### src/rtl/baud_pkg.sv
package baud_pkg;

  typedef enum logic [1:0] {
    OS_16X  = 2'b00,
    OS_8X   = 2'b01,
    OS_4X_A = 2'b10,
    OS_4X_B = 2'b11
  } os_mode_e;

  localparam int OS_MAX   = 16;
  localparam int OS_CNT_W = $clog2(OS_MAX);

  function automatic logic [OS_CNT_W:0] os_ratio(input os_mode_e m);
    case (m)
      OS_16X:  return (OS_CNT_W+1)'(16);
      OS_8X:   return (OS_CNT_W+1)'(8);
      default: return (OS_CNT_W+1)'(4);
    endcase
  endfunction

endpackage

### src/rtl/baud_regs.sv
module baud_regs
  import baud_pkg::*;
#(
  parameter int BYTE_W   = 8,
  parameter int FRAC_W   = 4,
  parameter int MODE_LSB = 4
) (
  input  logic                  clk,
  input  logic                  rst_n,
  input  logic                  wr_hi,
  input  logic                  wr_lo,
  input  logic                  wr_cfg,
  input  logic [BYTE_W-1:0]     wr_data,
  output logic [2*BYTE_W-1:0]   int_div,
  output logic [FRAC_W-1:0]     frac,
  output os_mode_e              mode,
  output logic                  restart
);

  logic [BYTE_W-1:0] hi_q, lo_q;

  assign int_div = {hi_q, lo_q};
  assign restart = wr_hi | wr_lo | wr_cfg;

  always_ff @(posedge clk or negedge rst_n) begin
    if (!rst_n) begin
      hi_q <= '0;
      lo_q <= '0;
      frac <= '0;
      mode <= OS_16X;
    end else begin
      if (wr_hi) hi_q <= wr_data;
      if (wr_lo) lo_q <= wr_data;
      if (wr_cfg) begin
        frac <= wr_data[FRAC_W-1:0];
        mode <= os_mode_e'(wr_data[MODE_LSB+1:MODE_LSB]);
      end
    end
  end

endmodule

### src/rtl/frac_accum.sv
module frac_accum #(
  parameter int FRAC_W = 4
) (
  input  logic              clk,
  input  logic              rst_n,
  input  logic              restart,
  input  logic              advance,
  input  logic [FRAC_W-1:0] frac,
  output logic              stretch
);

  logic [FRAC_W-1:0] acc_q;
  logic [FRAC_W:0]   sum;

  // The carry out of acc + frac marks the period that absorbs one extra cycle
  assign sum     = {1'b0, acc_q} + {1'b0, frac};
  assign stretch = sum[FRAC_W];

  always_ff @(posedge clk or negedge rst_n) begin
    if (!rst_n)       acc_q <= '0;
    else if (restart) acc_q <= '0;
    else if (advance) acc_q <= sum[FRAC_W-1:0];
  end

endmodule

### src/rtl/tick_counter.sv
module tick_counter #(
  parameter int CNT_W = 16
) (
  input  logic             clk,
  input  logic             rst_n,
  input  logic             restart,
  input  logic [CNT_W-1:0] int_div,
  input  logic             stretch,
  output logic             hit,
  output logic             tick_q,
  output logic [CNT_W-1:0] cnt
);

  logic             enable;
  logic [CNT_W:0]   last_val;

  assign enable   = (int_div != '0);
  assign last_val = {1'b0, int_div} + {{CNT_W{1'b0}}, stretch} - (CNT_W+1)'(1);
  assign hit      = enable && ({1'b0, cnt} == last_val);

  always_ff @(posedge clk or negedge rst_n) begin
    if (!rst_n) begin
      cnt    <= '0;
      tick_q <= 1'b0;
    end else if (restart) begin
      cnt    <= '0;
      tick_q <= 1'b0;
    end else begin
      tick_q <= hit;
      if (hit)         cnt <= '0;
      else if (enable) cnt <= cnt + 1'b1;
    end
  end

endmodule

### src/rtl/os_divider.sv
module os_divider
  import baud_pkg::*;
(
  input  logic     clk,
  input  logic     rst_n,
  input  logic     restart,
  input  logic     advance,
  input  os_mode_e mode,
  output logic     bit_q
);

  logic [OS_CNT_W-1:0] os_cnt;
  logic [OS_CNT_W:0]   ratio;
  logic                last;

  assign ratio = os_ratio(mode);
  assign last  = ({1'b0, os_cnt} == ratio - (OS_CNT_W+1)'(1));

  always_ff @(posedge clk or negedge rst_n) begin
    if (!rst_n) begin
      os_cnt <= '0;
      bit_q  <= 1'b0;
    end else if (restart) begin
      os_cnt <= '0;
      bit_q  <= 1'b0;
    end else begin
      bit_q <= advance && last;
      if (advance) os_cnt <= last ? '0 : os_cnt + 1'b1;
    end
  end

endmodule

### src/rtl/frac_baud_gen.sv
module frac_baud_gen
  import baud_pkg::*;
#(
  parameter int BYTE_W = 8,
  parameter int FRAC_W = 4
) (
  input  logic              clk,
  input  logic              rst_n,
  input  logic              wr_hi,
  input  logic              wr_lo,
  input  logic              wr_cfg,
  input  logic [BYTE_W-1:0] wr_data,
  output logic              tick,
  output logic              bit_tick
);

  localparam int INT_W = 2 * BYTE_W;

  logic [INT_W-1:0]  int_div;
  logic [FRAC_W-1:0] frac;
  os_mode_e          mode;
  logic              wr_any;
  logic              stretch;
  logic              hit;
  logic [INT_W-1:0]  cnt;

  baud_regs #(.BYTE_W(BYTE_W), .FRAC_W(FRAC_W), .MODE_LSB(4)) u_regs (
    .clk(clk), .rst_n(rst_n), .wr_hi(wr_hi), .wr_lo(wr_lo), .wr_cfg(wr_cfg),
    .wr_data(wr_data), .int_div(int_div), .frac(frac), .mode(mode),
    .restart(wr_any)
  );

  frac_accum #(.FRAC_W(FRAC_W)) u_acc (
    .clk(clk), .rst_n(rst_n), .restart(wr_any), .advance(hit),
    .frac(frac), .stretch(stretch)
  );

  tick_counter #(.CNT_W(INT_W)) u_cnt (
    .clk(clk), .rst_n(rst_n), .restart(wr_any), .int_div(int_div),
    .stretch(stretch), .hit(hit), .tick_q(tick), .cnt(cnt)
  );

  os_divider u_os (
    .clk(clk), .rst_n(rst_n), .restart(wr_any), .advance(hit),
    .mode(mode), .bit_q(bit_tick)
  );

endmodule

### config.mk
export PLATFORM = sky130hd
export DESIGN_NAME = frac_baud_gen
export DESIGN_NICKNAME = d
export VERILOG_FILES = /design/src/rtl/baud_pkg.sv /design/src/rtl/baud_regs.sv /design/src/rtl/frac_accum.sv /design/src/rtl/tick_counter.sv /design/src/rtl/os_divider.sv /design/src/rtl/frac_baud_gen.sv
export SDC_FILE = /design/constraint.sdc
export NUM_CORES = 1
export LEC_CHECK = 0
export BUFFER_PORTS_ARGS = -buffer_cell sky130_fd_sc_hd__buf_2
export CAP_MARGIN = 20
export CORE_MARGIN = 2
export CORE_UTILIZATION = 55
export CTS_BUF_LIST = sky130_fd_sc_hd__clkbuf_4 sky130_fd_sc_hd__clkbuf_8
export DETAILED_ROUTE_END_ITERATION = 6
export PLACE_DENSITY = 0.73
export SETUP_SLACK_MARGIN = 0.02
export SYNTH_ARGS = -nofsm -noshare
export SYNTH_HDL_FRONTEND = slang
export SYNTH_SLANG_ARGS = --single-unit
export TNS_END_PERCENT = 50
### constraint.sdc
create_clock -name clk -period 5.1 [get_ports clk]
set_clock_uncertainty 0.05 [all_clocks]
set_input_delay 0.255 -clock clk [delete_from_list [all_inputs] [get_ports clk]]
set_output_delay 0.255 -clock clk [all_outputs]
set_load 0.01 [all_outputs]
==> impl_results.html, run 1 <==
<table>
<tr><th>Metric</th><th>Value</th></tr>
<tr><th colspan="2">Status</th></tr>
<tr><td>Status</td><td>finished clean</td></tr>
<tr><th colspan="2">Synth</th></tr>
<tr><td>Post-synth ARST share</td><td>1.00</td></tr>
<tr><td>Post-Syn Area</td><td>0.00281 mm2</td></tr>
<tr><td>Share of Yosys cell area claimed by the top area cell type</td><td>0.427</td></tr>
<tr><td>Net count after synthesis</td><td>309</td></tr>
<tr><td>Combinational family with the most area after synthesis</td><td>simple AND/OR/NAND/NOR gates</td></tr>
<tr><td>Library cell with the largest summed area after synthesis</td><td>sky130_fd_sc_hd__dfrtp_1</td></tr>
<tr><td>Compound-gate portion of the synthesized area</td><td>0.0805</td></tr>
<tr><td>Leading register cell type out of synthesis</td><td>sky130_fd_sc_hd__dfrtp_1</td></tr>
<tr><td>Synth warn</td><td>0</td></tr>
<tr><td>Share of the synthesized netlist area taken by xor and xnor gates</td><td>0.121</td></tr>
<tr><td>Flops &amp; latches, synth</td><td>48</td></tr>
<tr><td>Number of distinct standard cells referenced by the synthesized netlist</td><td>42</td></tr>
<tr><td>Post-Synth Simple-Gate Area</td><td>0.211</td></tr>
<tr><td>Adder-cell area share of the yosys netlist</td><td>0.0427</td></tr>
<tr><td>Sequential share of the synthesized area</td><td>0.427</td></tr>
<tr><td>Number of standard cells after synthesis</td><td>287</td></tr>
<tr><td>Cell types with the largest area share after synthesis</td><td>sky130_fd_sc_hd__dfrtp_1, sky130_fd_sc_hd__mux2_2, sky130_fd_sc_hd__xnor2_1, sky130_fd_sc_hd__xor2_1, sky130_fd_sc_hd__nor2_1</td></tr>
<tr><td>Count of flip-flops with a built-in enable after synthesis</td><td>0</td></tr>
<tr><td>Mean instance size in the synthesized netlist</td><td>9.80 um2</td></tr>
<tr><td>Portion of netlist area occupied by mux cells</td><td>0.0836</td></tr>
<tr><th colspan="2">Cells and area</th></tr>
<tr><td>Synth-to-layout area growth</td><td>8.32%</td></tr>
<tr><td>Commonest non-fill, non-tap cells in the layout</td><td>sky130_fd_sc_hd__dfrtp_1, sky130_fd_sc_hd__nor2_1, sky130_fd_sc_hd__xnor2_1, sky130_fd_sc_hd__nand2_1, sky130_fd_sc_hd__mux2_2</td></tr>
<tr><td>Fraction of final layout cells sized beyond drive strength 1</td><td>0.164</td></tr>
<tr><td>Net count of the finished layout</td><td>320</td></tr>
<tr><td>Leading cell type in the layout, fill and taps excluded</td><td>sky130_fd_sc_hd__dfrtp_1</td></tr>
<tr><td>Finished Layout Cells</td><td>369</td></tr>
<tr><td>Number of antenna diodes</td><td>0</td></tr>
<tr><td>Final cell area excluding filler cells</td><td>0.00305 mm2</td></tr>
<tr><th colspan="2">Clock network</th></tr>
<tr><td>Clock tree root buffer cell</td><td>sky130_fd_sc_hd__clkbuf_8</td></tr>
<tr><td>Post-CTS setup-driven buffer insertion count</td><td>0</td></tr>
<tr><td>Total clock sinks</td><td>48</td></tr>
<tr><td>Clock tree from TritonCTS</td><td>built</td></tr>
<tr><td>Clock transition at the registers of the reported paths</td><td>90 ps</td></tr>
<tr><td>CTS Hold Bufs</td><td>0</td></tr>
<tr><td>Clock latency at the later pin of the worst-skew pair</td><td>300 ps</td></tr>
<tr><td>TritonCTS Buffers</td><td>5</td></tr>
<tr><td>Count of cells resized by post-cts repair</td><td>0</td></tr>
<tr><td>Bufs on Longest Clock Path</td><td>2</td></tr>
<tr><td>Level count of the clock H-tree</td><td>2</td></tr>
<tr><th colspan="2">Setup path</th></tr>
<tr><td>Crit-path most repeated cell</td><td>sky130_fd_sc_hd__ha_1</td></tr>
<tr><td>Cells along the critical path</td><td>ha_1 &gt; inv_1 &gt; fa_1 &gt; inv_1 &gt; a21o_1 &gt; a21oi_1 &gt; ha_1 &gt; ha_1 &gt; or3b_1 &gt; nor4b_2 &gt; xnor2_1 &gt; a211o_1 &gt; or4_1 &gt; o21ai_4 &gt; nor2_1</td></tr>
<tr><td>Data required time of the worst path</td><td>5230 ps</td></tr>
<tr><td>Worst setup SP type</td><td>register</td></tr>
<tr><td>Kind of end point of the critical path</td><td>register</td></tr>
<tr><td>Worst path arrival time</td><td>4460 ps</td></tr>
<tr><td>Cell with the largest stage delay on the worst path</td><td>sky130_fd_sc_hd__or4_1</td></tr>
<tr><td>Slowest stage delay, CP</td><td>690 ps</td></tr>
<tr><td>Type of the worst setup path</td><td>reg -&gt; reg</td></tr>
<tr><td>Critical path peak fanout</td><td>16</td></tr>
<tr><th colspan="2">Power</th></tr>
<tr><td>Overall power after layout</td><td>0.000805 W</td></tr>
<tr><td>Worst VDD drop</td><td>0.181 mV</td></tr>
<tr><td>Power per cell area</td><td>264 mW/mm2</td></tr>
<tr><td>Cell leakage power</td><td>1.24 nW</td></tr>
<tr><th colspan="2">Placed design</th></tr>
<tr><td>Number of buffer cells added on primary ports</td><td>14</td></tr>
<tr><td>Placed Area</td><td>0.00291 mm2</td></tr>
<tr><td>Final weighted congestion of routability-driven global placement</td><td>0.915</td></tr>
<tr><td>Placed insts</td><td>359</td></tr>
<tr><td>Hpwl dp</td><td>4280 um</td></tr>
<tr><th colspan="2">Detailed routing</th></tr>
<tr><td>Detailed-routing iteration count for the pre-antenna-repair pass</td><td>4</td></tr>
<tr><td>First DRT Iteration DRCs</td><td>183</td></tr>
<tr><td>Wire length after detailed routing</td><td>5830 um</td></tr>
<tr><td>Antenna viol nets, final</td><td>0</td></tr>
<tr><td>Total vias in the final route</td><td>2121</td></tr>
<tr><td>DRC Markers</td><td>0</td></tr>
<tr><td>Detailed-route vias per instance</td><td>5.75</td></tr>
<tr><td>Post-DR wirelength/cell</td><td>15.8 um</td></tr>
<tr><th colspan="2">Floorplan</th></tr>
<tr><td>Core ar.</td><td>0.00501 mm2</td></tr>
<tr><td>DIE AREA</td><td>0.00570 mm2</td></tr>
<tr><td>Number of ports placed on the die boundary</td><td>15</td></tr>
<tr><td>Height of the die</td><td>75.5 um</td></tr>
<tr><td>Num rows</td><td>26</td></tr>
<tr><td>Effective utilization at floorplan</td><td>0.561</td></tr>
<tr><td>Die boundary width</td><td>75.5 um</td></tr>
<tr><th colspan="2">STA</th></tr>
<tr><td>Normalized max-slew margin</td><td>0.431</td></tr>
<tr><td>Fin. Hold Viols</td><td>0</td></tr>
<tr><td>Transition at the pin with the smallest max-transition slack</td><td>846 ps</td></tr>
<tr><td>Clock period minus worst slack</td><td>4340 ps</td></tr>
<tr><td>Final cycle utilization of the critical path</td><td>0.850</td></tr>
<tr><td>Highest clock frequency the design can meet</td><td>231 MHz</td></tr>
<tr><td>Number of setup violations in the final report</td><td>0</td></tr>
<tr><td>Final slew viol count</td><td>0</td></tr>
<tr><td>Setup TNS</td><td>0 ps</td></tr>
<tr><td>RSZ-0062 raised after global routing</td><td>false</td></tr>
<tr><th colspan="2">Hold path</th></tr>
<tr><td>Worst hold path type</td><td>in -&gt; reg</td></tr>
<tr><th colspan="2">Flow run</th></tr>
<tr><td>Maximum Capacitance Violations</td><td>0</td></tr>
<tr><th colspan="2">Global route</th></tr>
<tr><td>Via count of the first global-routing pass</td><td>2038</td></tr>
<tr><td>Global-route wire length before repair</td><td>9900 um</td></tr>
<tr><td>Pin count of the biggest net entering global routing</td><td>49</td></tr>
<tr><td>Remaining global-route overflow</td><td>0</td></tr>
<tr><td>Overall track demand over capacity in global routing</td><td>0.232</td></tr>
<tr><td>Antenna violations before repair</td><td>0</td></tr>
</table>
==> cell type report <==
type | instances | area (um2)
timing repair buffer | 16 | 100
clock buffer | 6 | 76.3
multi-input combinational | 219 | 1520
tap | 70 | 87.6
fill | 443 | 1960
sequential | 48 | 1200
clock inverter | 2 | 35.0
inverter | 8 | 30.0
==> routing by layer <==
layer | vias up | wire (um) | global-route usage
met5 | - | 0 | 0
met4 | 0 | 80 | 0.0760
li1 | 1025 | - | -
met3 | 10 | 259 | 0.0595
met2 | 42 | 2760 | 0.356
met1 | 1044 | 2730 | 0.323
==> critical path: cells and delay by family (launching register included) <==
family	cells	cell delay, ps
buf+inv	2	130
flops	1	390
fa+ha+maj	4	980
simple gates	4	1510
compound gates	4	1060
xor+xnor	1	100
==> flip-flops by register name (all words and copies together), names as in the netlist <==
signal / cells
u_cnt.cnt: 16
u_os.bit_q: 1
u_acc.acc_q: 4
u_regs.frac: 4
u_os.os_cnt: 4
u_cnt.tick_q: 1
u_regs.lo_q: 8
u_regs.hi_q: 8
u_regs.mode: 2
==> Yosys cell counts (all sizes together) (2+ instances only) <==
master / instances
dfrtp: 48
nor2: 32
xnor2: 24
nand2: 21
mux2: 20
o21ai: 17
nand3: 15
xor2: 15
a21oi: 13
ha: 8
inv: 8
nand4: 8
clkbuf: 7
buf: 5
nor3: 5
nor4b: 5
or3: 5
or4: 5
and3: 4
nor4: 4
nand2b: 3
a21o: 2
==> metrics by stage <==
stage               hold WS [ps]  worst slack [ps]  utilization
floorplan                  -90.6              1340            -
global placement             442               976        0.580
detailed placement           452               789        0.580
CTS                          121               788        0.602
global route                 138               522        0.608
finish                       144               763        0.608
==> worst paths after layout <==
kind	startpoint	endpoint	slack, ps	cells past startpoint
max	u_regs.frac[0]	u_cnt.cnt[12]	760	15
min	wr_data[7]	u_regs.hi_q[7]	140	2
max reg2reg	u_regs.frac[0]	u_cnt.cnt[12]	760	15
min reg2reg	u_regs.frac[0]	u_regs.frac[0]	480	1
max in group asynchronous	rst_n	u_acc.acc_q[0]	4280	3
min in group asynchronous	rst_n	u_cnt.cnt[4]	250	2
==> power by group <==
group	leakage [nW]	total, W	switching [W]	internal (W)
sequential	0.622	0.000422	0.0000243	0.000398
combinational	0.563	0.000104	0.0000556	0.0000485
clock	0.0586	0.000279	0.000128	0.000151
total	1.24	0.000805	0.000208	0.000597
==> logic make-up after synthesis <==
group                      count (synthesis)
and+or+nand+nor                          112
AOI/OAI and AO/OA                         38
adders and majority gates                  9
xor gates and xnor gates                  39
buffers and inverters                     20
muxes                                     21
DFF                                       48
No activity file was read; power rests on OpenSTA's default activity.
==> run 2: changes to the inputs <==
--- a/config.mk
+++ b/config.mk
@@ -5,9 +5,9 @@
 export SDC_FILE = /design/constraint.sdc
 export NUM_CORES = 1
 export LEC_CHECK = 0
+export ABC_AREA = 1
 export BUFFER_PORTS_ARGS = -buffer_cell sky130_fd_sc_hd__buf_2
 export CAP_MARGIN = 20
-export CORE_MARGIN = 2
 export CORE_UTILIZATION = 55
 export CTS_BUF_LIST = sky130_fd_sc_hd__clkbuf_4 sky130_fd_sc_hd__clkbuf_8
 export DETAILED_ROUTE_END_ITERATION = 6
==> run 2 against run 1 <==
  * Sequential share of layout area down 4.4 points
  * Largest cell class unchanged
  * Critical path depth increased by 1
  * Die area grew 5.7%
==> impl_results.html, run 2 <==
<table>
<tr><th>Metric</th><th>Value</th></tr>
<tr><th colspan="2">Synth</th></tr>
<tr><td>Mean instance size in the synthesized netlist</td><td>7.98 um2 (-19%)</td></tr>
<tr><td>Post-Syn Area</td><td>0.00315 mm2 (+12%)</td></tr>
<tr><td>Top-count cell post-synth</td><td>sky130_fd_sc_hd__nand2_1</td></tr>
<tr><td>Net count after synthesis</td><td>416 (+35%)</td></tr>
<tr><td>Commonest cells in the netlist</td><td>sky130_fd_sc_hd__nand2_1, sky130_fd_sc_hd__nor2_1, sky130_fd_sc_hd__dfrtp_1</td></tr>
<tr><td>Synth warn</td><td>0 (unchanged)</td></tr>
<tr><td>Library cell with the largest summed area after synthesis</td><td>sky130_fd_sc_hd__dfrtp_1</td></tr>
<tr><td>Number of distinct standard cells referenced by the synthesized netlist</td><td>31 (-26%)</td></tr>
<tr><td>Post-synth ARST share</td><td>1.00 (unchanged)</td></tr>
<tr><td>Count of flip-flops with a built-in enable after synthesis</td><td>0 (unchanged)</td></tr>
<tr><td>Number of standard cells after synthesis</td><td>394 (+37%)</td></tr>
<tr><td>Sequential share of the synthesized area</td><td>0.382 (-0.0452)</td></tr>
<tr><td>Leading register cell type out of synthesis</td><td>sky130_fd_sc_hd__dfrtp_1</td></tr>
<tr><td>Flops &amp; latches, synth</td><td>48 (unchanged)</td></tr>
<tr><td>Share of Yosys cell area claimed by the top area cell type</td><td>0.382 (-0.0452)</td></tr>
<tr><td>Cell types with the largest area share after synthesis</td><td>sky130_fd_sc_hd__dfrtp_1, sky130_fd_sc_hd__nand2_1, sky130_fd_sc_hd__nor2_1, sky130_fd_sc_hd__inv_1, sky130_fd_sc_hd__xor2_1</td></tr>
<tr><th colspan="2">Global route</th></tr>
<tr><td>Via count of the first global-routing pass</td><td>2508 (+23%)</td></tr>
<tr><td>Overall track demand over capacity in global routing</td><td>0.255 (+0.0234)</td></tr>
<tr><td>Remaining global-route overflow</td><td>0 (unchanged)</td></tr>
<tr><td>Global-route wire length before repair</td><td>11900 um (+20%)</td></tr>
<tr><td>Pin count of the biggest net entering global routing</td><td>49 (unchanged)</td></tr>
<tr><td>Antenna violations before repair</td><td>0 (unchanged)</td></tr>
<tr><td>Met2 capacity usage during global routing</td><td>0.400 (+0.0444)</td></tr>
<tr><td>Met3 demand-to-capacity share in global routing</td><td>0.0376 (-0.0219)</td></tr>
<tr><td>Most utilized layer in the global route result</td><td>met2</td></tr>
<tr><td>Met1 Resource Use GR</td><td>0.361 (+0.0386)</td></tr>
<tr><th colspan="2">STA</th></tr>
<tr><td>Final cycle utilization of the critical path</td><td>0.638 (-0.213)</td></tr>
<tr><td>Final slew viol count</td><td>0 (unchanged)</td></tr>
<tr><td>Transition at the pin with the smallest max-transition slack</td><td>328 ps (-518 ps)</td></tr>
<tr><td>Fin. Hold Viols</td><td>0 (unchanged)</td></tr>
<tr><td>RSZ-0062 raised after global routing</td><td>false</td></tr>
<tr><td>Setup TNS</td><td>0 ps (unchanged)</td></tr>
<tr><td>Number of setup violations in the final report</td><td>0 (unchanged)</td></tr>
<tr><td>Worst hold slack</td><td>121 ps (-23.2 ps)</td></tr>
<tr><td>Normalized max-slew margin</td><td>0.781 (+0.350)</td></tr>
<tr><td>Highest clock frequency the design can meet</td><td>307 MHz (+33%)</td></tr>
<tr><td>Clock period minus worst slack</td><td>3250 ps (-1080 ps)</td></tr>
<tr><th colspan="2">Detailed routing</th></tr>
<tr><td>DRC Markers</td><td>0 (unchanged)</td></tr>
<tr><td>Detailed-routing iteration count for the pre-antenna-repair pass</td><td>4 (unchanged)</td></tr>
<tr><td>Wire length after detailed routing</td><td>6910 um (+19%)</td></tr>
<tr><td>Detailed-route vias per instance</td><td>5.28 (-8.2%)</td></tr>
<tr><td>Antenna viol nets, final</td><td>0 (unchanged)</td></tr>
<tr><td>Post-DR wirelength/cell</td><td>14.3 um (-9.2%)</td></tr>
<tr><td>Total vias in the final route</td><td>2544 (+20%)</td></tr>
<tr><td>First DRT Iteration DRCs</td><td>149 (-19%)</td></tr>
<tr><th colspan="2">Clock network</th></tr>
<tr><td>Clock tree from TritonCTS</td><td>built</td></tr>
<tr><td>Level count of the clock H-tree</td><td>2 (unchanged)</td></tr>
<tr><td>CTS Hold Bufs</td><td>0 (unchanged)</td></tr>
<tr><td>Clock latency at the later pin of the worst-skew pair</td><td>310 ps (about the same)</td></tr>
<tr><td>TritonCTS Buffers</td><td>5 (unchanged)</td></tr>
<tr><td>Clock transition at the registers of the reported paths</td><td>100 ps (about the same)</td></tr>
<tr><td>Clock tree root buffer cell</td><td>sky130_fd_sc_hd__clkbuf_8</td></tr>
<tr><td>Post-CTS setup-driven buffer insertion count</td><td>0 (unchanged)</td></tr>
<tr><td>Bufs on Longest Clock Path</td><td>2 (unchanged)</td></tr>
<tr><td>Total clock sinks</td><td>48 (unchanged)</td></tr>
<tr><td>Count of cells resized by post-cts repair</td><td>0 (unchanged)</td></tr>
<tr><th colspan="2">Floorplan</th></tr>
<tr><td>Die boundary width</td><td>77.6 um (+2.8%)</td></tr>
<tr><td>Num rows</td><td>27 (+3.8%)</td></tr>
<tr><td>Height of the die</td><td>77.6 um (+2.8%)</td></tr>
<tr><td>Core ar.</td><td>0.00551 mm2 (+9.9%)</td></tr>
<tr><td>Number of ports placed on the die boundary</td><td>15 (unchanged)</td></tr>
<tr><td>Effective utilization at floorplan</td><td>0.571 (+0.00980)</td></tr>
<tr><td>DIE AREA</td><td>0.00603 mm2 (+5.7%)</td></tr>
<tr><th colspan="2">Cells and area</th></tr>
<tr><td>Number of antenna diodes</td><td>0 (unchanged)</td></tr>
<tr><td>Max reg flops</td><td>16 (unchanged)</td></tr>
<tr><td>Finished Layout Cells</td><td>482 (+31%)</td></tr>
<tr><td>Regs by FF count</td><td>u_cnt.cnt (16), u_regs.hi_q (8), u_regs.lo_q (8)</td></tr>
<tr><td>Fraction of final layout cells sized beyond drive strength 1</td><td>0.178 (+0.0142)</td></tr>
<tr><td>Leading cell type in the layout, fill and taps excluded</td><td>sky130_fd_sc_hd__nand2_1</td></tr>
<tr><td>Commonest non-fill, non-tap cells in the layout</td><td>sky130_fd_sc_hd__nand2_1, sky130_fd_sc_hd__nor2_1, sky130_fd_sc_hd__dfrtp_1, sky130_fd_sc_hd__inv_1, sky130_fd_sc_hd__nand3_1</td></tr>
<tr><td>Synth-to-layout area growth</td><td>9.11%</td></tr>
<tr><td>Filler cell count in the final layout</td><td>475 (+7.2%)</td></tr>
<tr><td>Register name with the most flops</td><td>u_cnt.cnt</td></tr>
<tr><td>Net count of the finished layout</td><td>431 (+35%)</td></tr>
<tr><th colspan="2">Setup path</th></tr>
<tr><td>Type of the worst setup path</td><td>reg -&gt; reg</td></tr>
<tr><td>Worst setup SP type</td><td>register</td></tr>
<tr><td>Kind of end point of the critical path</td><td>register</td></tr>
<tr><td>Data required time of the worst path</td><td>5240 ps (about the same)</td></tr>
<tr><td>Critical path peak fanout</td><td>18 (+2)</td></tr>
<tr><td>Worst path arrival time</td><td>3390 ps (-1070 ps)</td></tr>
<tr><th colspan="2">Placed design</th></tr>
<tr><td>Final weighted congestion of routability-driven global placement</td><td>0.956 (+4.5%)</td></tr>
<tr><td>Hpwl dp</td><td>5130 um (+20%)</td></tr>
<tr><td>Placed insts</td><td>472 (+31%)</td></tr>
<tr><td>Number of buffer cells added on primary ports</td><td>14 (unchanged)</td></tr>
<tr><th colspan="2">Power</th></tr>
<tr><td>Worst VDD drop</td><td>0.163 mV (-9.9%)</td></tr>
<tr><td>Cell leakage power</td><td>1.73 nW (+39%)</td></tr>
<tr><td>Power per cell area</td><td>257 mW/mm2 (-2.9%)</td></tr>
<tr><th colspan="2">Hold path</th></tr>
<tr><td>Worst hold path type</td><td>in -&gt; reg</td></tr>
<tr><th colspan="2">Flow run</th></tr>
<tr><td>Maximum Capacitance Violations</td><td>0 (unchanged)</td></tr>
<tr><th colspan="2">Status</th></tr>
<tr><td>Status</td><td>finished clean</td></tr>
</table>
==> run 2: changes by cell type in the layout (fill, tap and decap cells not counted), moves of 5 or more <==
cell / previous run / this run
sky130_fd_sc_hd__a21oi_1: 13 / 3
sky130_fd_sc_hd__inv_1: 8 / 47
sky130_fd_sc_hd__mux2_2: 20 / 13
sky130_fd_sc_hd__nand2_1: 21 / 91
sky130_fd_sc_hd__nand2_2: 0 / 6
sky130_fd_sc_hd__nand3_1: 15 / 26
sky130_fd_sc_hd__nand3_2: 0 / 9
sky130_fd_sc_hd__nand4_1: 8 / 13
sky130_fd_sc_hd__nor2_1: 32 / 49
sky130_fd_sc_hd__nor2_2: 0 / 8
sky130_fd_sc_hd__or4_1: 5 / 0
sky130_fd_sc_hd__xnor2_1: 24 / 11
==> run 2: per-layer routing <==
layer / up-vias / share of wire / wire length [um]
met2: 60 / 0.46 / 3190
met1: 1203 / 0.48 / 3300
met4: 0 / 0.0097 / 67
met3: 6 / 0.051 / 353
li1: 1275 / - / -
met5: - / 0 / 0
==> run 2: power by group <==
| part | switching, W | internal [W] |
|---|---|---|
| registers | 0.0000221 | 0.000397 |
| clock network | 0.000135 | 0.000197 |
| logic | 0.0000798 | 0.0000495 |
==> run 2: cell families after synthesis <==
group	count (synthesis)	synth area share
AO/OA/AOI/OAI	20	0.0322
XOR/XNOR	29	0.0807
adder cells (fa/ha/maj)	9	0.0382
buffers and inverters	58	0.0760
flip-flops	48	0.382
multiplexers	13	0.0465
AND/OR/NAND/NOR	217	0.344
==> run 2: layout make-up <==
type,instances,area [um2],area share
multi-input cells,288,1710,0.499
clock buffers,5,68.8,0.0201
repair buffers,17,108,0.0314
clock inverters,3,68.8,0.0201
well taps,72,90.1,0.0262
inverters,49,184,0.0536
flip-flops and latches,48,1200,0.350
==> run 2: path summary, 6_finish.rpt <==
path	from	to	slack, ps	cells past startpoint
setup / recovery	u_acc.acc_q[0]	u_cnt.cnt[14]	1850	16
hold / removal	wr_data[6]	u_regs.lo_q[6]	120	3
setup reg to reg	u_acc.acc_q[0]	u_cnt.cnt[14]	1850	16
hold reg to reg	u_regs.mode[0]	u_regs.mode[0]	480	1
max in group asynchronous	rst_n	u_cnt.cnt[13]	4260	3
min in group asynchronous	rst_n	u_regs.frac[2]	260	2
==> run 2: critical path: stages, from the launching register on <==
cell	delay (ps)
sky130_fd_sc_hd__dfrtp_1	370
sky130_fd_sc_hd__ha_1	160
sky130_fd_sc_hd__inv_1	50
sky130_fd_sc_hd__fa_1	400
sky130_fd_sc_hd__o21ai_0	170
sky130_fd_sc_hd__a21oi_1	100
sky130_fd_sc_hd__ha_1	230
sky130_fd_sc_hd__ha_1	320
sky130_fd_sc_hd__xnor2_1	140
sky130_fd_sc_hd__nor2_1	80
sky130_fd_sc_hd__nand3_1	70
sky130_fd_sc_hd__nor2_1	160
sky130_fd_sc_hd__nand3_2	140
sky130_fd_sc_hd__nor2_8	180
sky130_fd_sc_hd__nand2_4	210
sky130_fd_sc_hd__nand2_2	220
sky130_fd_sc_hd__nor2_1	70
==> run 2: per-stage QoR <==
stage          power, W  utilization  setup slack (ps)  instance area (um2)
2_1_floorplan  0.000515            -              2230                 3150
3_5_place_dp   0.000553        0.593              1860                 3260
6_report       0.000881        0.623              1850                 3430
5_1_grt        0.000919        0.623              1610                 3430
4_1_cts        0.000886        0.618              1850                 3400
3_3_place_gp   0.000548        0.593              1970                 3260
==> run 3: changes to the inputs <==
--- a/config.mk
+++ b/config.mk
@@ -5,13 +5,13 @@
 export SDC_FILE = /design/constraint.sdc
 export NUM_CORES = 1
 export LEC_CHECK = 0
-export ABC_AREA = 1
+export ABC_AREA = 0
 export BUFFER_PORTS_ARGS = -buffer_cell sky130_fd_sc_hd__buf_2
 export CAP_MARGIN = 20
 export CORE_UTILIZATION = 55
 export CTS_BUF_LIST = sky130_fd_sc_hd__clkbuf_4 sky130_fd_sc_hd__clkbuf_8
 export DETAILED_ROUTE_END_ITERATION = 6
-export PLACE_DENSITY = 0.73
+export PLACE_DENSITY = 0.76
 export SETUP_SLACK_MARGIN = 0.02
 export SYNTH_ARGS = -nofsm -noshare
 export SYNTH_HDL_FRONTEND = slang
==> constraint.sdc (replaced) <==
create_clock -name clk -period 2.71 [get_ports clk]
set_clock_uncertainty 0.05 [all_clocks]
set_input_delay 0.1355 -clock clk [delete_from_list [all_inputs] [get_ports clk]]
set_output_delay 0.1355 -clock clk [all_outputs]
set_load 0.01 [all_outputs]
==> run 3 against run 2 <==
  * The flow now finishes with violations (negative setup slack)
  * Non-clock buffer count increased by 36
  * Cell count decreased by 16%
  * Total power is 81% higher
  * Register-to-register slack got worse by 2700 ps
  * Setup slack lost 2700 ps
  * Critical path depth unchanged
  * Via count shrank 11%
  * Combinational power grew 120%
==> impl_results.html, run 3 (synthesis gave the netlist of run 1 again) <==
<table>
<tr><th>Metric</th><th>Value</th></tr>
<tr><th colspan="2">Global route</th></tr>
<tr><td>Overall track demand over capacity in global routing</td><td>0.259 (+0.00428)</td></tr>
<tr><td>Via count of the first global-routing pass</td><td>2204 (-12%)</td></tr>
<tr><td>Pin count of the biggest net entering global routing</td><td>49 (unchanged)</td></tr>
<tr><td>Antenna violations before repair</td><td>0 (unchanged)</td></tr>
<tr><td>Global-route wire length before repair</td><td>10400 um (-12%)</td></tr>
<tr><td>Remaining global-route overflow</td><td>0 (unchanged)</td></tr>
<tr><th colspan="2">Placed design</th></tr>
<tr><td>Number of buffer cells added on primary ports</td><td>14 (unchanged)</td></tr>
<tr><td>Final weighted congestion of routability-driven global placement</td><td>0.892 (-6.8%)</td></tr>
<tr><td>Hpwl dp</td><td>4450 um (-13%)</td></tr>
<tr><td>Worst setup slack after placement</td><td>-896 ps (-2760 ps)</td></tr>
<tr><th colspan="2">Status</th></tr>
<tr><td>Status</td><td>finished, violations left</td></tr>
<tr><td>Violations in the final reports</td><td>negative setup slack</td></tr>
<tr><th colspan="2">Power</th></tr>
<tr><td>Worst VDD drop</td><td>0.349 mV (+110%)</td></tr>
<tr><td>Power per cell area</td><td>464 mW/mm2 (+81%)</td></tr>
<tr><td>Combinational share of power</td><td>0.177 (+0.030)</td></tr>
<tr><td>Switch Pwr</td><td>0.000417 W (+76%)</td></tr>
<tr><td>Clock network fraction of total power</td><td>0.330 (-0.047)</td></tr>
<tr><td>Net Sw Frac</td><td>0.262 (-0.00670)</td></tr>
<tr><td>P_int</td><td>0.00118 W (+82%)</td></tr>
<tr><td>Overall power after layout</td><td>0.00159 W (+81%)</td></tr>
<tr><td>Power share of the sequential group</td><td>0.493 (+0.017)</td></tr>
<tr><td>Cell leakage power</td><td>1.45 nW (-16%)</td></tr>
<tr><th colspan="2">Detailed routing</th></tr>
<tr><td>Detailed-routing iteration count for the pre-antenna-repair pass</td><td>4 (unchanged)</td></tr>
<tr><td>Wire length after detailed routing</td><td>6330 um (-8.5%)</td></tr>
<tr><td>DRC Markers</td><td>0 (unchanged)</td></tr>
<tr><td>First DRT Iteration DRCs</td><td>154 (+3.4%)</td></tr>
<tr><td>Total vias in the final route</td><td>2271 (-11%)</td></tr>
<tr><td>Antenna viol nets, final</td><td>0 (unchanged)</td></tr>
<tr><td>Detailed-route vias per instance</td><td>5.64 (+6.8%)</td></tr>
<tr><td>Post-DR wirelength/cell</td><td>15.7 um (+9.4%)</td></tr>
<tr><th colspan="2">Floorplan</th></tr>
<tr><td>Die boundary width</td><td>73.5 um (-5.3%)</td></tr>
<tr><td>Num rows</td><td>25 (-7.4%)</td></tr>
<tr><td>Number of ports placed on the die boundary</td><td>15 (unchanged)</td></tr>
<tr><td>DIE AREA</td><td>0.00540 mm2 (-10%)</td></tr>
<tr><td>Height of the die</td><td>73.5 um (-5.3%)</td></tr>
<tr><td>Effective utilization at floorplan</td><td>0.584 (+0.0127)</td></tr>
<tr><td>Core ar.</td><td>0.00482 mm2 (-13%)</td></tr>
<tr><th colspan="2">Setup path</th></tr>
<tr><td>Worst path arrival time</td><td>3680 ps (+290 ps)</td></tr>
<tr><td>Number of buffers and inverters on the critical path</td><td>3 (+2)</td></tr>
<tr><td>Cells along the critical path</td><td>ha_2 &gt; inv_2 &gt; fa_2 &gt; inv_2 &gt; a21o_1 &gt; a21oi_2 &gt; ha_2 &gt; ha_4 &gt; or3b_4 &gt; nor4b_4 &gt; xnor2_2 &gt; a211o_1 &gt; or4_4 &gt; buf_6 &gt; o21ai_1 &gt; a21oi_1</td></tr>
<tr><td>Slowest stage delay, CP</td><td>450 ps (+50 ps)</td></tr>
<tr><td>Type of the worst setup path</td><td>reg -&gt; reg</td></tr>
<tr><td>Delay-heaviest family, CP</td><td>simple AND/OR/NAND/NOR gates</td></tr>
<tr><td>Cell with the largest stage delay on the worst path</td><td>sky130_fd_sc_hd__or4_4</td></tr>
<tr><td>Critical path peak fanout</td><td>6 (-12)</td></tr>
<tr><td>Worst setup SP type</td><td>register</td></tr>
<tr><td>Kind of end point of the critical path</td><td>register</td></tr>
<tr><td>Data required time of the worst path</td><td>2850 ps (-2390 ps)</td></tr>
<tr><th colspan="2">Cells and area</th></tr>
<tr><td>Leading cell type in the layout, fill and taps excluded</td><td>sky130_fd_sc_hd__dfrtp_1</td></tr>
<tr><td>Commonest non-fill, non-tap cells in the layout</td><td>sky130_fd_sc_hd__dfrtp_1, sky130_fd_sc_hd__buf_4, sky130_fd_sc_hd__nor2_1, sky130_fd_sc_hd__xnor2_1, sky130_fd_sc_hd__nand2_1</td></tr>
<tr><td>Regs by FF count</td><td>u_cnt.cnt (16), u_regs.hi_q (8), u_regs.lo_q (8)</td></tr>
<tr><td>Filler cell count in the final layout</td><td>377 (-21%)</td></tr>
<tr><td>Synth-to-layout area growth</td><td>22.1%</td></tr>
<tr><td>Fraction of final layout cells sized beyond drive strength 1</td><td>0.307 (+0.128)</td></tr>
<tr><td>Register name with the most flops</td><td>u_cnt.cnt</td></tr>
<tr><td>Max reg flops</td><td>16 (unchanged)</td></tr>
<tr><td>Number of antenna diodes</td><td>0 (unchanged)</td></tr>
<tr><td>Net count of the finished layout</td><td>357 (-17%)</td></tr>
<tr><th colspan="2">STA</th></tr>
<tr><td>Final cycle utilization of the critical path</td><td>1.31 (+0.668)</td></tr>
<tr><td>Final worst-path setup slack</td><td>-830 ps (-2680 ps)</td></tr>
<tr><td>Transition at the pin with the smallest max-transition slack</td><td>693 ps (+364 ps)</td></tr>
<tr><td>Number of setup violations in the final report</td><td>26 (+26)</td></tr>
<tr><td>Final slew viol count</td><td>0 (unchanged)</td></tr>
<tr><td>Highest clock frequency the design can meet</td><td>283 MHz (-8.1%)</td></tr>
<tr><td>Normalized max-slew margin</td><td>0.535 (-0.246)</td></tr>
<tr><td>Setup TNS</td><td>-20760 ps (-20760 ps)</td></tr>
<tr><td>RSZ-0062 raised after global routing</td><td>true</td></tr>
<tr><td>Clock period minus worst slack</td><td>3540 ps (+286 ps)</td></tr>
<tr><td>Fin. Hold Viols</td><td>0 (unchanged)</td></tr>
<tr><th colspan="2">Clock network</th></tr>
<tr><td>Clock latency at the later pin of the worst-skew pair</td><td>310 ps (about the same)</td></tr>
<tr><td>Total clock sinks</td><td>48 (unchanged)</td></tr>
<tr><td>Bufs on Longest Clock Path</td><td>2 (unchanged)</td></tr>
<tr><td>TritonCTS Buffers</td><td>5 (unchanged)</td></tr>
<tr><td>Clock tree root buffer cell</td><td>sky130_fd_sc_hd__clkbuf_8</td></tr>
<tr><td>Clock tree from TritonCTS</td><td>built</td></tr>
<tr><td>Clock transition at the registers of the reported paths</td><td>90 ps (about the same)</td></tr>
<tr><td>Level count of the clock H-tree</td><td>2 (unchanged)</td></tr>
<tr><th colspan="2">Hold path</th></tr>
<tr><td>Worst hold path type</td><td>in -&gt; reg</td></tr>
<tr><th colspan="2">Flow run</th></tr>
<tr><td>Maximum Capacitance Violations</td><td>0 (unchanged)</td></tr>
</table>
==> run 3: cell count changes in the layout (fill, tap and decap cells not counted), sizes merged, moves of 7 or more <==
| cell | before | now |
|---|---|---|
| nor2 | 63 | 32 |
| buf | 16 | 52 |
| mux2 | 13 | 20 |
| xnor2 | 11 | 24 |
| a21oi | 3 | 13 |
| nand3 | 35 | 15 |
| inv | 50 | 8 |
| nand2 | 100 | 21 |
==> run 3: layout make-up <==
| class | count | area (um2) | area share |
|---|---|---|---|
| Clock buffer | 6 | 76.3 | 0.0222 |
| Tap cell | 67 | 83.8 | 0.0244 |
| Multi-Input combinational cell | 219 | 1600 | 0.466 |
| Clock inverter | 2 | 35.0 | 0.0102 |
| Timing Repair Buffer | 53 | 407 | 0.118 |
| Inverter | 8 | 30.0 | 0.00875 |
| Sequential cell | 48 | 1200 | 0.350 |
==> run 3: timing repair <==
item / CTS / global route
cloned: 0 / 1
hold buffers: 0 / 1
endpoints found under the setup margin: 26 / 26
hold endpoints to repair: 0 / 48
pin swaps: 8 / 5
buffers inserted: 1 / 1
gates resized for setup: 10 / 10
==> run 3: worst paths after layout <==
path | start | endpoint | slack (ps) | cells past startpoint
worst min-delay path | wr_data[7] | u_regs.lo_q[7] | 20 | 2
worst max register to register | u_acc.acc_q[0] | u_acc.acc_q[2] | -830 | 16
worst max-delay path | u_acc.acc_q[0] | u_acc.acc_q[2] | -830 | 16
min in group asynchronous | rst_n | u_cnt.cnt[4] | 130 | 2
worst min register to register | u_regs.frac[2] | u_regs.frac[2] | 480 | 1
max in group asynchronous | rst_n | u_cnt.cnt[15] | 2030 | 3
==> run 3: worst register-to-register path: cells and delay by family, from the launching register on <==
kind            cells  cell delay (ps)
compound gates      5              740
flops               1              400
fa+ha+maj           4              720
simple gates        3             1170
xor+xnor            1               90
buf+inv             3              240
==> run 3: power by group through the flow <==
stage               clock [W]  combinational (W)  sequential (W)
floorplan                   0           0.000154        0.000792
global placement            0           0.000254        0.000796
detailed placement          0           0.000260        0.000797
CTS                  0.000532           0.000267        0.000784
global route         0.000555           0.000306        0.000789
finish               0.000526           0.000282        0.000785
==> run 3: stage by stage <==
stage,area (um2),utilization,std cells,hold WS [ps]
final,3430,0.713,403,24.5
after global routing,3430,0.713,403,34.8
after CTS,3350,0.696,399,7.46
after detailed placement,3220,0.668,390,337
after global placement,3220,0.668,390,324
after floorplan,2860,-,287,-210
==> run 3: layer usage <==
layer | routed length, um | part of all wire | GRT usage | vias up
li1 | - | - | - | 1097
met1 | 3020 | 0.48 | 0.374 | 1091
met2 | 2850 | 0.45 | 0.400 | 66
met3 | 304 | 0.048 | 0.0425 | 17
met4 | 148 | 0.023 | 0.0855 | 0
met5 | 0 | 0 | 0 | -
